$ cat config.mk
export PLATFORM = sky130hd
export DESIGN_NAME = dpc_branch_resolver
export DESIGN_NICKNAME = d
export VERILOG_FILES = /design/src/rtl/dpc_pkg.sv /design/src/rtl/dpc_phase_seq.sv /design/src/rtl/dpc_zero_det.sv /design/src/rtl/dpc_decide.sv /design/src/rtl/dpc_pc_pair.sv /design/src/rtl/dpc_branch_resolver.sv
export SDC_FILE = /design/constraint.sdc
export NUM_CORES = 1
export LEC_CHECK = 0
export BUFFER_PORTS_ARGS = -buffer_cell sky130_fd_sc_hd__clkbuf_2
export CORE_MARGIN = 10
export CORE_UTILIZATION = 25
export CTS_CLUSTER_DIAMETER = 60
export CTS_CLUSTER_SIZE = 25
export DETAILED_ROUTE_END_ITERATION = 8
export GPL_TIMING_DRIVEN = 1
export PLACE_DENSITY = 0.49
export SYNTH_ARGS = -nofsm -noshare
export SYNTH_HDL_FRONTEND = slang
export SYNTH_HIERARCHICAL = 1
export SYNTH_SLANG_ARGS = --single-unit
export TNS_END_PERCENT = 1
$ cat constraint.sdc
create_clock -name clk -period 2.6 [get_ports clk]
set_clock_uncertainty 0.2 [all_clocks]
set_input_delay 0.39 -clock clk [delete_from_list [all_inputs] [get_ports clk]]
set_output_delay 0.39 -clock clk [all_outputs]
set_load 0.03 [all_outputs]
$ cat src/rtl/dpc_pkg.sv
`timescale 1ns/1ps
package dpc_pkg;
  typedef enum logic [2:0] {
    PH_FETCH = 3'd0,
    PH_DEC   = 3'd1,
    PH_SRC   = 3'd2,
    PH_DST   = 3'd3,
    PH_EXEC  = 3'd4,
    PH_WB    = 3'd5
  } phase_e;

  typedef enum logic [2:0] {
    OP_NOP  = 3'd0,
    OP_JMP  = 3'd1,
    OP_CALL = 3'd2,
    OP_RET  = 3'd3,
    OP_JNZ  = 3'd4,
    OP_JZ   = 3'd5,
    OP_DJNZ = 3'd6,
    OP_RSV  = 3'd7
  } jop_e;
endpackage

$ cat src/rtl/dpc_phase_seq.sv
`timescale 1ns/1ps
module dpc_phase_seq
  import dpc_pkg::*;
(
  input  logic   clk,
  input  logic   rst_n,
  output phase_e phase
);
  phase_e ph_q, ph_d;

  always_comb begin
    if (ph_q == PH_WB) ph_d = PH_FETCH;
    else               ph_d = phase_e'(ph_q + 3'd1);
  end

  always_ff @(posedge clk or negedge rst_n) begin
    if (!rst_n) ph_q <= PH_FETCH;
    else        ph_q <= ph_d;
  end

  assign phase = ph_q;
endmodule

$ cat src/rtl/dpc_zero_det.sv
`timescale 1ns/1ps
module dpc_zero_det #(
  parameter int DATA_W = 32
) (
  input  logic [DATA_W-1:0] value,
  output logic              is_zero,
  output logic              is_one
);
  logic upper_clear;

  assign upper_clear = ~|value[DATA_W-1:1];
  assign is_zero     = upper_clear & ~value[0];
  assign is_one      = upper_clear &  value[0];
endmodule

$ cat src/rtl/dpc_decide.sv
`timescale 1ns/1ps
module dpc_decide
  import dpc_pkg::*;
(
  input  jop_e op,
  input  logic cond,
  input  logic is_zero,
  input  logic is_one,
  output logic take
);
  always_comb begin
    take = 1'b0;
    if (cond) begin
      unique case (op)
        OP_JMP, OP_CALL, OP_RET: take = 1'b1;
        OP_JNZ:                  take = ~is_zero;
        OP_JZ:                   take = is_zero;
        OP_DJNZ:                 take = ~is_one;
        default:                 take = 1'b0;
      endcase
    end
  end
endmodule

$ cat src/rtl/dpc_pc_pair.sv
`timescale 1ns/1ps
module dpc_pc_pair
  import dpc_pkg::*;
#(
  parameter int PC_W = 9
) (
  input  logic            clk,
  input  logic            rst_n,
  input  phase_e          phase,
  input  logic [PC_W-1:0] target,
  input  logic            take,
  output logic [PC_W-1:0] pc_a,
  output logic [PC_W-1:0] sel_addr,
  output logic            sel_b
);
  logic [PC_W-1:0] pa_q, pa_d, pb_q, pb_d;
  logic            sb_q, sb_d;
  logic            pa_en, pb_en, sb_en;

  always_comb begin
    pa_en = 1'b0;
    pb_en = 1'b0;
    sb_en = 1'b0;
    pa_d  = pa_q;
    pb_d  = pb_q;
    sb_d  = sb_q;
    unique case (phase)
      PH_DEC: begin
        pa_en = 1'b1;
        pa_d  = pa_q + 1'b1;
        sb_en = 1'b1;
        sb_d  = 1'b0;
      end
      PH_SRC: begin
        pb_en = 1'b1;
        pb_d  = target;
      end
      PH_DST: begin
        sb_en = 1'b1;
        sb_d  = take;
      end
      PH_WB: begin
        pa_en = sb_q;
        pa_d  = pb_q;
        sb_en = 1'b1;
        sb_d  = 1'b0;
      end
      default: ;
    endcase
  end

  always_ff @(posedge clk or negedge rst_n) begin
    if (!rst_n) begin
      pa_q <= '0;
      pb_q <= '0;
      sb_q <= 1'b0;
    end else begin
      if (pa_en) pa_q <= pa_d;
      if (pb_en) pb_q <= pb_d;
      if (sb_en) sb_q <= sb_d;
    end
  end

  assign pc_a     = pa_q;
  assign sel_b    = sb_q;
  assign sel_addr = sb_q ? pb_q : pa_q;
endmodule

$ cat src/rtl/dpc_branch_resolver.sv
`timescale 1ns/1ps
module dpc_branch_resolver
  import dpc_pkg::*;
#(
  parameter int PC_W   = 9,
  parameter int DATA_W = 32,
  parameter int SYNC_N = 2
) (
  input  logic              clk,
  input  logic              rst_n,
  input  logic [2:0]        op_in,
  input  logic              cond_in,
  input  logic [PC_W-1:0]   target_in,
  input  logic [DATA_W-1:0] dst_in,
  output logic [2:0]        phase_o,
  output logic              fetch_en,
  output logic [PC_W-1:0]   fetch_addr,
  output logic              alt_sel,
  output logic              ret_we,
  output logic [PC_W-1:0]   ret_addr
);
  logic [SYNC_N-1:0] rst_pipe_q;
  logic              rst_s_n;

  always_ff @(posedge clk or negedge rst_n) begin
    if (!rst_n) rst_pipe_q <= '0;
    else        rst_pipe_q <= {rst_pipe_q[SYNC_N-2:0], 1'b1};
  end
  assign rst_s_n = rst_pipe_q[SYNC_N-1];

  phase_e phase;
  jop_e   op_q, op_d;
  logic   cond_q, cond_d, ins_en;
  logic   is_zero, is_one, take;
  logic [PC_W-1:0] pc_a;

  dpc_phase_seq u_seq (
    .clk   (clk),
    .rst_n (rst_s_n),
    .phase (phase)
  );

  always_comb begin
    ins_en = (phase == PH_DEC);
    op_d   = jop_e'(op_in);
    cond_d = cond_in;
  end

  always_ff @(posedge clk or negedge rst_s_n) begin
    if (!rst_s_n) begin
      op_q   <= OP_NOP;
      cond_q <= 1'b0;
    end else if (ins_en) begin
      op_q   <= op_d;
      cond_q <= cond_d;
    end
  end

  dpc_zero_det #(.DATA_W(DATA_W)) u_zdet (
    .value   (dst_in),
    .is_zero (is_zero),
    .is_one  (is_one)
  );

  dpc_decide u_dec (
    .op      (op_q),
    .cond    (cond_q),
    .is_zero (is_zero),
    .is_one  (is_one),
    .take    (take)
  );

  dpc_pc_pair #(.PC_W(PC_W)) u_pcs (
    .clk      (clk),
    .rst_n    (rst_s_n),
    .phase    (phase),
    .target   (target_in),
    .take     (take),
    .pc_a     (pc_a),
    .sel_addr (fetch_addr),
    .sel_b    (alt_sel)
  );

  assign phase_o  = phase;
  assign fetch_en = (phase == PH_EXEC);
  assign ret_we   = (phase == PH_WB) && alt_sel && (op_q == OP_CALL);
  assign ret_addr = pc_a;
endmodule

-- Word level (Yosys, flattened, before mapping)
Cells that the tools add are included.
- register bits after elaboration: 28
- bits in latches: 0
- RAM bits: 0
- ROM bits: 0
- input port bits: 47
- output and inout bits: 24
- word-level logic and storage cells: 46
- memories kept: 0
- add/subtract/negate cells: 2
- multipliers: 0
- div/mod/pow operators: 0
- magnitude comparators: 0
- equality and inequality tests: 11
- shift operators: 0
- mux-type cells: 9
- bitwise operators: 5
- reductions and logical operators: 12
- operator list (kind ; count):
    OR reduction 31 bit ; 1
    case mux 9 bit (2 select lines) ; 1
    == test 3 bit (second input constant) ; 5
    == test 3 x 2 -> 1 bit (second input constant) ; 4
    adder 9 x 1 -> 9 bit (second input constant) ; 1
    2-to-1 mux 9 bit ; 1
    == test 3 x 1 -> 1 bit (second input constant) ; 2
    AND reduction 2 bit ; 3
    OR reduction 3 bit ; 2
    case mux 1 bit (2 select lines) ; 2
    case mux 1 bit (4 select lines) ; 1
    nonzero test 2 bit ; 2
    adder 3 x 1 -> 3 bit (second input constant) ; 1
    2-to-1 mux 1 bit ; 3
    2-to-1 mux 3 bit ; 1
    NOT 1 bit ; 3
    bitwise AND 1 bit ; 2
    logical AND 1 bit ; 2
    OR reduction 2 bit ; 1
    logical NOT 1 bit ; 1

-- Longest topological paths before layout
Gate-level depths: netlist of run 1.
- depth in word-level cells: 7
- mapped depth: 9
- mapped depth without buffers: 9

-- Hierarchy
Netlist of run 1, hierarchy kept.
- by module, submodules not included (module ; times used ; cells an instance ; area each (um2) ; seq. area each (um2)):
    dpc_pc_pair ; 1 ; 113 ; 1118.6 ; 475.5
    dpc_branch_resolver ; 1 ; 16 ; 241.5 ; 150.1
    dpc_phase_seq ; 1 ; 9 ; 115.1 ; 75.1
    dpc_zero_det ; 1 ; 13 ; 81.3 ; 0.0
    dpc_decide ; 1 ; 6 ; 53.8 ; 0.0

-- Worst setup path before layout of run 1
No wires, ideal clock.
- kind: register -> output
- from: reg u_seq.ph_q[1] (netlist: u_seq/phase[1])
- to: out ret_we
- arrival time: 1482 ps
- required time: 2010 ps
- slack: 528 ps
- cell stages (with the launch flop): 3
- path through: dfrtp_1 -> nand2b_1 -> nor3_1
- cells in the longest elaborated chain, start to end: 3
- RTL lines (what ; RTL line ; RTL):
    start, declared ; dpc_phase_seq.sv:9 ; phase_e ph_q, ph_d;
    start signal, assigned ; dpc_phase_seq.sv:18 ; else ph_q <= ph_d;
    == test 3 bit ; dpc_branch_resolver.sv:86 ; assign ret_we = (phase == PH_WB) && alt_sel && (op_q == OP_CALL);
    logical AND 1 bit (2 in a row) ; dpc_branch_resolver.sv:86 ;
    end, declared ; dpc_branch_resolver.sv:19 ; output logic ret_we,
No other way between the ends.

-- Worst setup path in the final report of run 1
- from: reg u_pcs.sb_q (netlist: u_pcs/sel_b)
- to: out fetch_addr[8]
- cells in the longest elaborated chain, start to end: 1
- RTL lines (what ; RTL line ; RTL):
    start, declared ; dpc_pc_pair.sv:17 ; logic sb_q, sb_d;
    start signal, assigned ; dpc_pc_pair.sv:56 ; sb_q <= 1'b0;
    start signal, assigned ; dpc_pc_pair.sv:60 ; if (sb_en) sb_q <= sb_d;
    2-to-1 mux 9 bit ; dpc_pc_pair.sv:66 ; assign sel_addr = sb_q ? pb_q : pa_q;
    end, declared ; dpc_branch_resolver.sv:17 ; output logic [PC_W-1:0] fetch_addr,
No other way between the ends.

==> out/qor.yml, run 1 <==
status:
  status: "complete, no violations"
logic_synthesis:
  synth_area_um2: 1610
  synthTopCellsByCount: "dfrtp_1 (28), mux2_2 (19), nand2_1 (9), o22ai_1 (9)"
  synth_sequential_area_ratio_pct: 43.5
  synth_edf_count: 0
  yosysUniqueCellTypes: 45
  yosys_warnings: 6
  yosys-mux-area-fraction_pct: 15.9
  synth_fa_ha_area_share_pct: 0.777
  synth-compound-area-share_pct: 15.3
  synth.most_common_cell: "dfrtp_1"
  synth_top_cell_area_share_pct: 43.5
  synthArstFlopShare_pct: 100
  synth.area.top_cells: "dfrtp_1 (44%), mux2_2 (13%), o22ai_1 (3.5%)"
  syn_area_per_cell_um2: 10.3
  synth_top_family_by_area: "simple AND/OR/NAND/NOR gates"
  yosys.area.top_type: "dfrtp_1"
  synthSimpleGateAreaFrac_pct: 20.4
  syn_inst: 157
  synth_seq_cells: 28
  synth.net_count: 205
  synth-xor-area-share_pct: 0
  synth-main-ff-cell: "dfrtp_1"
critical_path:
  end_kind: "primary output"
  path_buf_inv: 2
  cp_slowest_cell: "dfrtp_1"
  crit_chain: "buf_4, mux2_2, clkbuf_2"
  path_class: "reg2out"
  cp_top_family: "buffers and inverters"
  r2r_slack_ns: 0.82
  slowest_delay_ns: 0.41
  path_max_fanout: 19
  required_ns: 2.01
  crit_path_start_kind: "register"
  worstPathArrival_ns: 1.53
timing:
  setup_viol: 0
  rsz0062_at_grt: "no"
  hold_viol: 0
  setup_slack_ns: 0.482
  tns_ns: 0
  min_period_over_period_pct: 81.4
  slew_violations: 0
  fmax_mhz: 472
  period_minus_slack_ns: 2.12
worst_hold_path:
  hold_path_class: "reg2async"
flow_run:
  cap_violations: 0
die:
  dieHeight_um: 100
  ios: 71
  std_cell_rows: 29
  die_w_um: 100
  core_um2: 6310
  initial_core_util_pct: 25.5
  dieArea_um2: 10100
power_and_ir_drop:
  power_density_nw_per_um2: 510
  ir_drop_v: 0.000303
  leakagePower_nw: 0.978
grt:
  grt_max_degree: 27
  grt_pass1_wl_um: 7540
  grt_pass1_vias: 1551
  grt_overflow: 0
  grtUsageMet2_pct: 13.8
  busiest_layer: "met2"
  antenna_found_initial: 0
  grtUsageMet3_pct: 2.95
  grt.total_usage_pct: 8.75
  use_met1_pct: 11.1
clock_network:
  h-tree-depth: 1
  cts_buffer_depth: 2
  cts_buffers: 3
  cts_resized: 0
  insertion_delay_ns: 0.27
  cts_tree: "built"
  root_buffer: "clkbuf_8"
  clock_sinks: 28
  clk_pin_slew_worst_paths_ns: 0.10
detailed_routing:
  via_per_inst: 4.77
  firstDrtPassIters: 4
  drc_errors: 0
  drt_wl_total_um: 4510
  vias: 1475
  drt_iter0_drc: 41
  postRouteAntennaNets: 0
  post_drt_wl_per_cell_um: 14.6
layout:
  diodes: 0
  fill_cells: 687
  drive_gt1_share_pct: 46.1
  syn_to_final_growth_pct: 33.0
  utilization_pct: 33.9
  fin_area_um2: 2140
  final_nets: 281
placed_design:
  place_ws_ns: 0.475
  port_buffers: 70
  gp_congestion: 0.744
  place_area_um2: 2080
  dpl.hpwl_um: 3490
## sequential cells by signal, summed over array words and instances, names as in the netlist
name and cells:
u_pcs/pb_q 9, u_pcs/pc_a 9, op_q 3, u_seq/phase 3, rst_pipe_q 2, cond_q 1, u_pcs/sel_b 1
## worst paths after layout
check / startpoint / endpoint / cells past startpoint
min in group clk: target_in[8] / u_pcs/pb_q[8]$_DFFE_PN0N_ / 3
hold / removal: rst_pipe_q[1]$_DFF_PN0_ / cond_q$_DFFE_PN0N_ / 1
setup / recovery: u_pcs/sel_b$_DFFE_PN0P_ / fetch_addr[8] / 3
setup reg to reg: u_seq/phase[0]$_DFF_PN0_ / u_pcs/pb_q[5]$_DFFE_PN0N_ / 3
max in group asynchronous: rst_n / rst_pipe_q[0]$_DFF_PN0_ / 2
hold reg to reg: rst_pipe_q[1]$_DFF_PN0_ / cond_q$_DFFE_PN0N_ / 1
## timing repair
action | in CTS | in global routing
buffers inserted | 0 | 0
setup endpoints to repair | 0 | 0
hold buffers | 1 | 0
endpoints found under the hold margin | 2 | 0
## metal layers
metal	up-vias	part of all wire, %
met3	2	8.7
met4	0	0.71
met2	54	41
li1	737	-
met5	-	0
met1	682	49
## layout make-up
class / instances / area [um2] / area share, %
multi-input combinational: 115 / 847 / 39.5
sequential: 28 / 701 / 32.7
timing repair buffer: 79 / 420 / 19.6
tap: 77 / 96.3 / 4.50
clock buffer: 4 / 55.1 / 2.57
inverter: 6 / 22.5 / 1.05
## metrics by stage
step	hold slack [ns]	cells	total power, mW
floorplan	-0.106	157	0.719
global placement	-0.0216	304	0.827
detailed placement	-0.0181	304	0.829
CTS	0.0630	309	1.11
global route	0.101	309	1.16
finish	0.0450	309	1.09
## cell usage in the layout, fill, tap and decap left out, drive strengths merged, types with 2 or more instances in the layout
cell type,netlist,final
a21oi,7,7
a22oi,2,2
and3,2,2
buf,6,8
clkbuf,2,74
dfrtp,28,28
inv,6,6
mux2,20,20
mux2i,3,3
nand2,9,9
nand2b,5,5
nand3,2,2
nand3b,2,2
nand4,3,3
nand4b,2,2
nor2,7,7
nor3,7,7
nor3b,2,2
nor4,7,7
o21a,2,2
o21ai,7,7
o22ai,9,9
o2bb2ai,2,2
## where the power goes
part	leakage, nW	switching, mW	internal (mW)
combinational	0.609	0.172	0.127
sequential	0.340	0.0492	0.469
clock	0.0288	0.141	0.136
total	0.978	0.362	0.731
## kinds of logic (layout without fill, tap and decap cells)
family	count (synthesis)	after routing
flip-flops	28	28
buffers and inverters	14	89
other	1	1
AND/OR/NAND/NOR	54	54
adder cells (fa/ha/maj)	1	1
multiplexers	23	23
AO/OA/AOI/OAI	36	36
## worst reg2reg max path: stages (launching register included)
cell     delay [ns]
dfrtp_1        0.54
nor3b_1        0.39
buf_4          0.22
mux2_2         0.33
(Power assumes the default switching activity.)
==> inputs of run 2 (changes only) <==
--- a/config.mk
+++ b/config.mk
@@ -5,6 +5,7 @@
 export SDC_FILE = /design/constraint.sdc
 export NUM_CORES = 1
 export LEC_CHECK = 0
+export ABC_AREA = 1
 export BUFFER_PORTS_ARGS = -buffer_cell sky130_fd_sc_hd__clkbuf_2
 export CORE_MARGIN = 10
 export CORE_UTILIZATION = 25
@@ -12,7 +13,7 @@
 export CTS_CLUSTER_SIZE = 25
 export DETAILED_ROUTE_END_ITERATION = 8
 export GPL_TIMING_DRIVEN = 1
-export PLACE_DENSITY = 0.49
+export PLACE_DENSITY = 0.48
 export SYNTH_ARGS = -nofsm -noshare
 export SYNTH_HDL_FRONTEND = slang
 export SYNTH_HIERARCHICAL = 1
==> constraint.sdc (replaced) <==
create_clock -name clk -period 2 [get_ports clk]
set_clock_uncertainty 0.2 [all_clocks]
set_input_delay 0.3 -clock clk [delete_from_list [all_inputs] [get_ports clk]]
set_output_delay 0.3 -clock clk [all_outputs]
set_load 0.03 [all_outputs]
==> out/qor.yml, run 2 <==
clock_network:
  cts_setup_buffers: 0  # unchanged
  clock_sinks: 28  # unchanged
  cts_buffer_depth: 2  # unchanged
  cts_tree: "built"
  clk_pin_slew_worst_paths_ns: 0.09  # about the same
  root_buffer: "clkbuf_8"
  h-tree-depth: 1  # unchanged
  cts_buffers: 3  # unchanged
  insertion_delay_ns: 0.27  # about the same
logic_synthesis:
  synth_edf_count: 0  # unchanged
  synth.net_count: 276  # +35%
  synth_sequential_area_ratio_pct: 42.1  # -1.4 points
  synth_top_cell_area_share_pct: 42.1  # -1.4 points
  synth.most_common_cell: "nand2_1"
  syn_inst: 228  # +45%
  synthTopCellsByCount: "nand2_1 (74), nor2_1 (35), dfrtp_1 (28)"
  yosysUniqueCellTypes: 27  # -40%
  yosys_warnings: 6  # unchanged
  synth_area_um2: 1660  # +3.3%
  syn_area_per_cell_um2: 7.30  # -29%
  synth-main-ff-cell: "dfrtp_1"
  synthArstFlopShare_pct: 100  # unchanged
  yosys.area.top_type: "dfrtp_1"
  synth_seq_cells: 28  # unchanged
  synth.area.top_cells: "dfrtp_1 (42%), nand2_1 (17%), nor2_1 (7.9%)"
timing:
  setup_viol: 0  # unchanged
  rsz0062_at_grt: "no"
  slew_violations: 0  # unchanged
  tns_ns: 0  # unchanged
  hold_slack_ns: 0.0402  # -0.00480 ns
  hold_viol: 0  # unchanged
  fmax_mhz: 537
  period_minus_slack_ns: 1.86
  min_period_over_period_pct: 93.1
placed_design:
  dpl.hpwl_um: 3850  # +10%
  place_area_um2: 2120  # +1.9%
  port_buffers: 70  # unchanged
  gp_congestion: 0.838  # +13%
power_and_ir_drop:
  ir_drop_v: 0.000219  # -28%
  p_total_mw: 1.45  # +33%
  leakagePower_nw: 1.11  # +14%
  power_density_nw_per_um2: 668  # +31%
critical_path:
  crit_path_start_kind: "register"
  worstPathArrival_ns: 1.36  # -0.17 ns
  required_ns: 1.50  # -0.51 ns
  crit_chain: "inv_1, nand4_1, nor2_1, clkbuf_2"
  slowest_delay_ns: 0.50  # +0.09 ns
  end_kind: "primary output"
  path_max_fanout: 10  # -9
  path_class: "reg2out"
  cp_slowest_cell: "dfrtp_2"
layout:
  syn_to_final_growth_pct: 30.5
  utilization_pct: 33.8  # -0.13 points
  final_cell_mix: "nand2_1 (74), clkbuf_2 (70), nor2_1 (35), dfrtp_1 (25), inv_1 (21)"
  fin_area_um2: 2170  # +1.3%
  layout_commonest_cell: "nand2_1"
  drive_gt1_share_pct: 31.5  # -15 points
  final_nets: 352  # +25%
  diodes: 0  # unchanged
die:
  core_um2: 6420  # +1.7%
  dieHeight_um: 102  # +1.3%
  std_cell_rows: 29  # unchanged
  initial_core_util_pct: 25.9  # +0.41 points
  die_w_um: 102  # +1.3%
  ios: 71  # unchanged
  dieArea_um2: 10300  # +2.7%
status:
  status: "complete, no violations"
grt:
  grt.total_usage_pct: 9.22  # +0.47 points
  antenna_found_initial: 0  # unchanged
  grt_overflow: 0  # unchanged
  grt_pass1_wl_um: 7770  # +3.0%
  grt_max_degree: 27  # unchanged
  grt_pass1_vias: 1619  # +4.4%
detailed_routing:
  firstDrtPassIters: 4  # unchanged
  drc_errors: 0  # unchanged
  via_per_inst: 4.31  # -9.8%
  vias: 1632  # +11%
  post_drt_wl_per_cell_um: 12.5  # -14%
  drt_wl_total_um: 4750  # +5.4%
  drt_iter0_drc: 76  # +85%
  postRouteAntennaNets: 0  # unchanged
worst_hold_path:
  hold_path_class: "reg2async"
flow_run:
  cap_violations: 0  # unchanged
==> run 2: changes by cell type in the layout (fill, tap and decap cells not counted), sizes merged, moves of 4 or more <==
cell and change:
nor2 +28, o21ai +11, mux2 -12, nand2b -5, o22ai -7, buf -4
nor3 -4, inv +17, nand2 +66, nor4 -7, nand3 +10
==> run 2: what timing repair did <==
action	CTS	global route
endpoints found under the setup margin	0	2
gates resized for setup	0	3
hold buffers	1	0
hold endpoints to repair	2	0
==> run 2: logic make-up (layout without fill, tap and decap cells) <==
family / count (synthesis) / in the layout / synth area share (%)
simple gates: 132 / 132 / 33.3
compound gates: 29 / 29 / 9.77
flops: 28 / 28 / 42.1
buf+inv: 27 / 101 / 7.14
mux: 8 / 8 / 5.64
xor+xnor: 2 / 2 / 1.05
fa+ha+maj: 1 / 1 / 0.752
other cells: 1 / 1 / 0.225
==> run 2: metal layers <==
| layer | vias up | wire, um | global-route usage (%) |
|---|---|---|---|
| li1 | 874 | - | - |
| met1 | 708 | 2080 | 11.5 |
| met2 | 46 | 2170 | 14.6 |
| met3 | 4 | 430 | 2.79 |
| met4 | 0 | 72 | 3.41 |
| met5 | - | 0 | 0 |
==> run 2: final timing paths <==
check | startpoint | end | slack, ns | depth (start not counted)
max | u_seq/phase[1]$_DFF_PN0_ | ret_we | 0.14 | 4
min | rst_pipe_q[1]$_DFF_PN0_ | u_seq/phase[2]$_DFF_PN0_ | 0.04 | 1
max reg2reg | u_seq/phase[0]$_DFF_PN0_ | u_pcs/pc_a[2]$_DFFE_PN0P_ | 0.52 | 5
min reg2reg | rst_pipe_q[1]$_DFF_PN0_ | u_seq/phase[2]$_DFF_PN0_ | 0.04 | 1
max in group asynchronous | rst_pipe_q[1]$_DFF_PN0_ | u_seq/phase[1]$_DFF_PN0_ | 1.29 | 1
min in group clk | target_in[6] | u_pcs/pb_q[6]$_DFFE_PN0N_ | 0.05 | 2
==> run 2: final cells by class <==
| cell class | instances | area (um2) |
|---|---|---|
| Fill cell | 697 | 4250 |
| Multi-Input combinational cell | 173 | 845 |
| Sequential cell | 28 | 704 |
| Timing Repair Buffer | 75 | 390 |
| Tap cell | 77 | 96.3 |
| Inverter | 23 | 93.8 |
| Clock buffer | 3 | 41.3 |
==> run 2: power breakdown <==
part / switching (mW) / internal [mW] / leakage [nW]
registers: 0.0682 / 0.618 / 0.336
logic: 0.304 / 0.156 / 0.756
clock network: 0.169 / 0.135 / 0.0216
==> run 2: through the flow <==
stage	setup slack, ns	cells
floorplan	-0.0801	228
global placement	0.363	375
detailed placement	0.350	375
CTS	0.0665	379
global route	0.0456	379
finish	0.137	379
==> run 2: worst max-delay path, delay by kind of cell, from the launching register on <==
family / cells / cell delay (ns)
flops: 1 / 0.50
buf+inv: 2 / 0.39
simple gates: 2 / 0.20
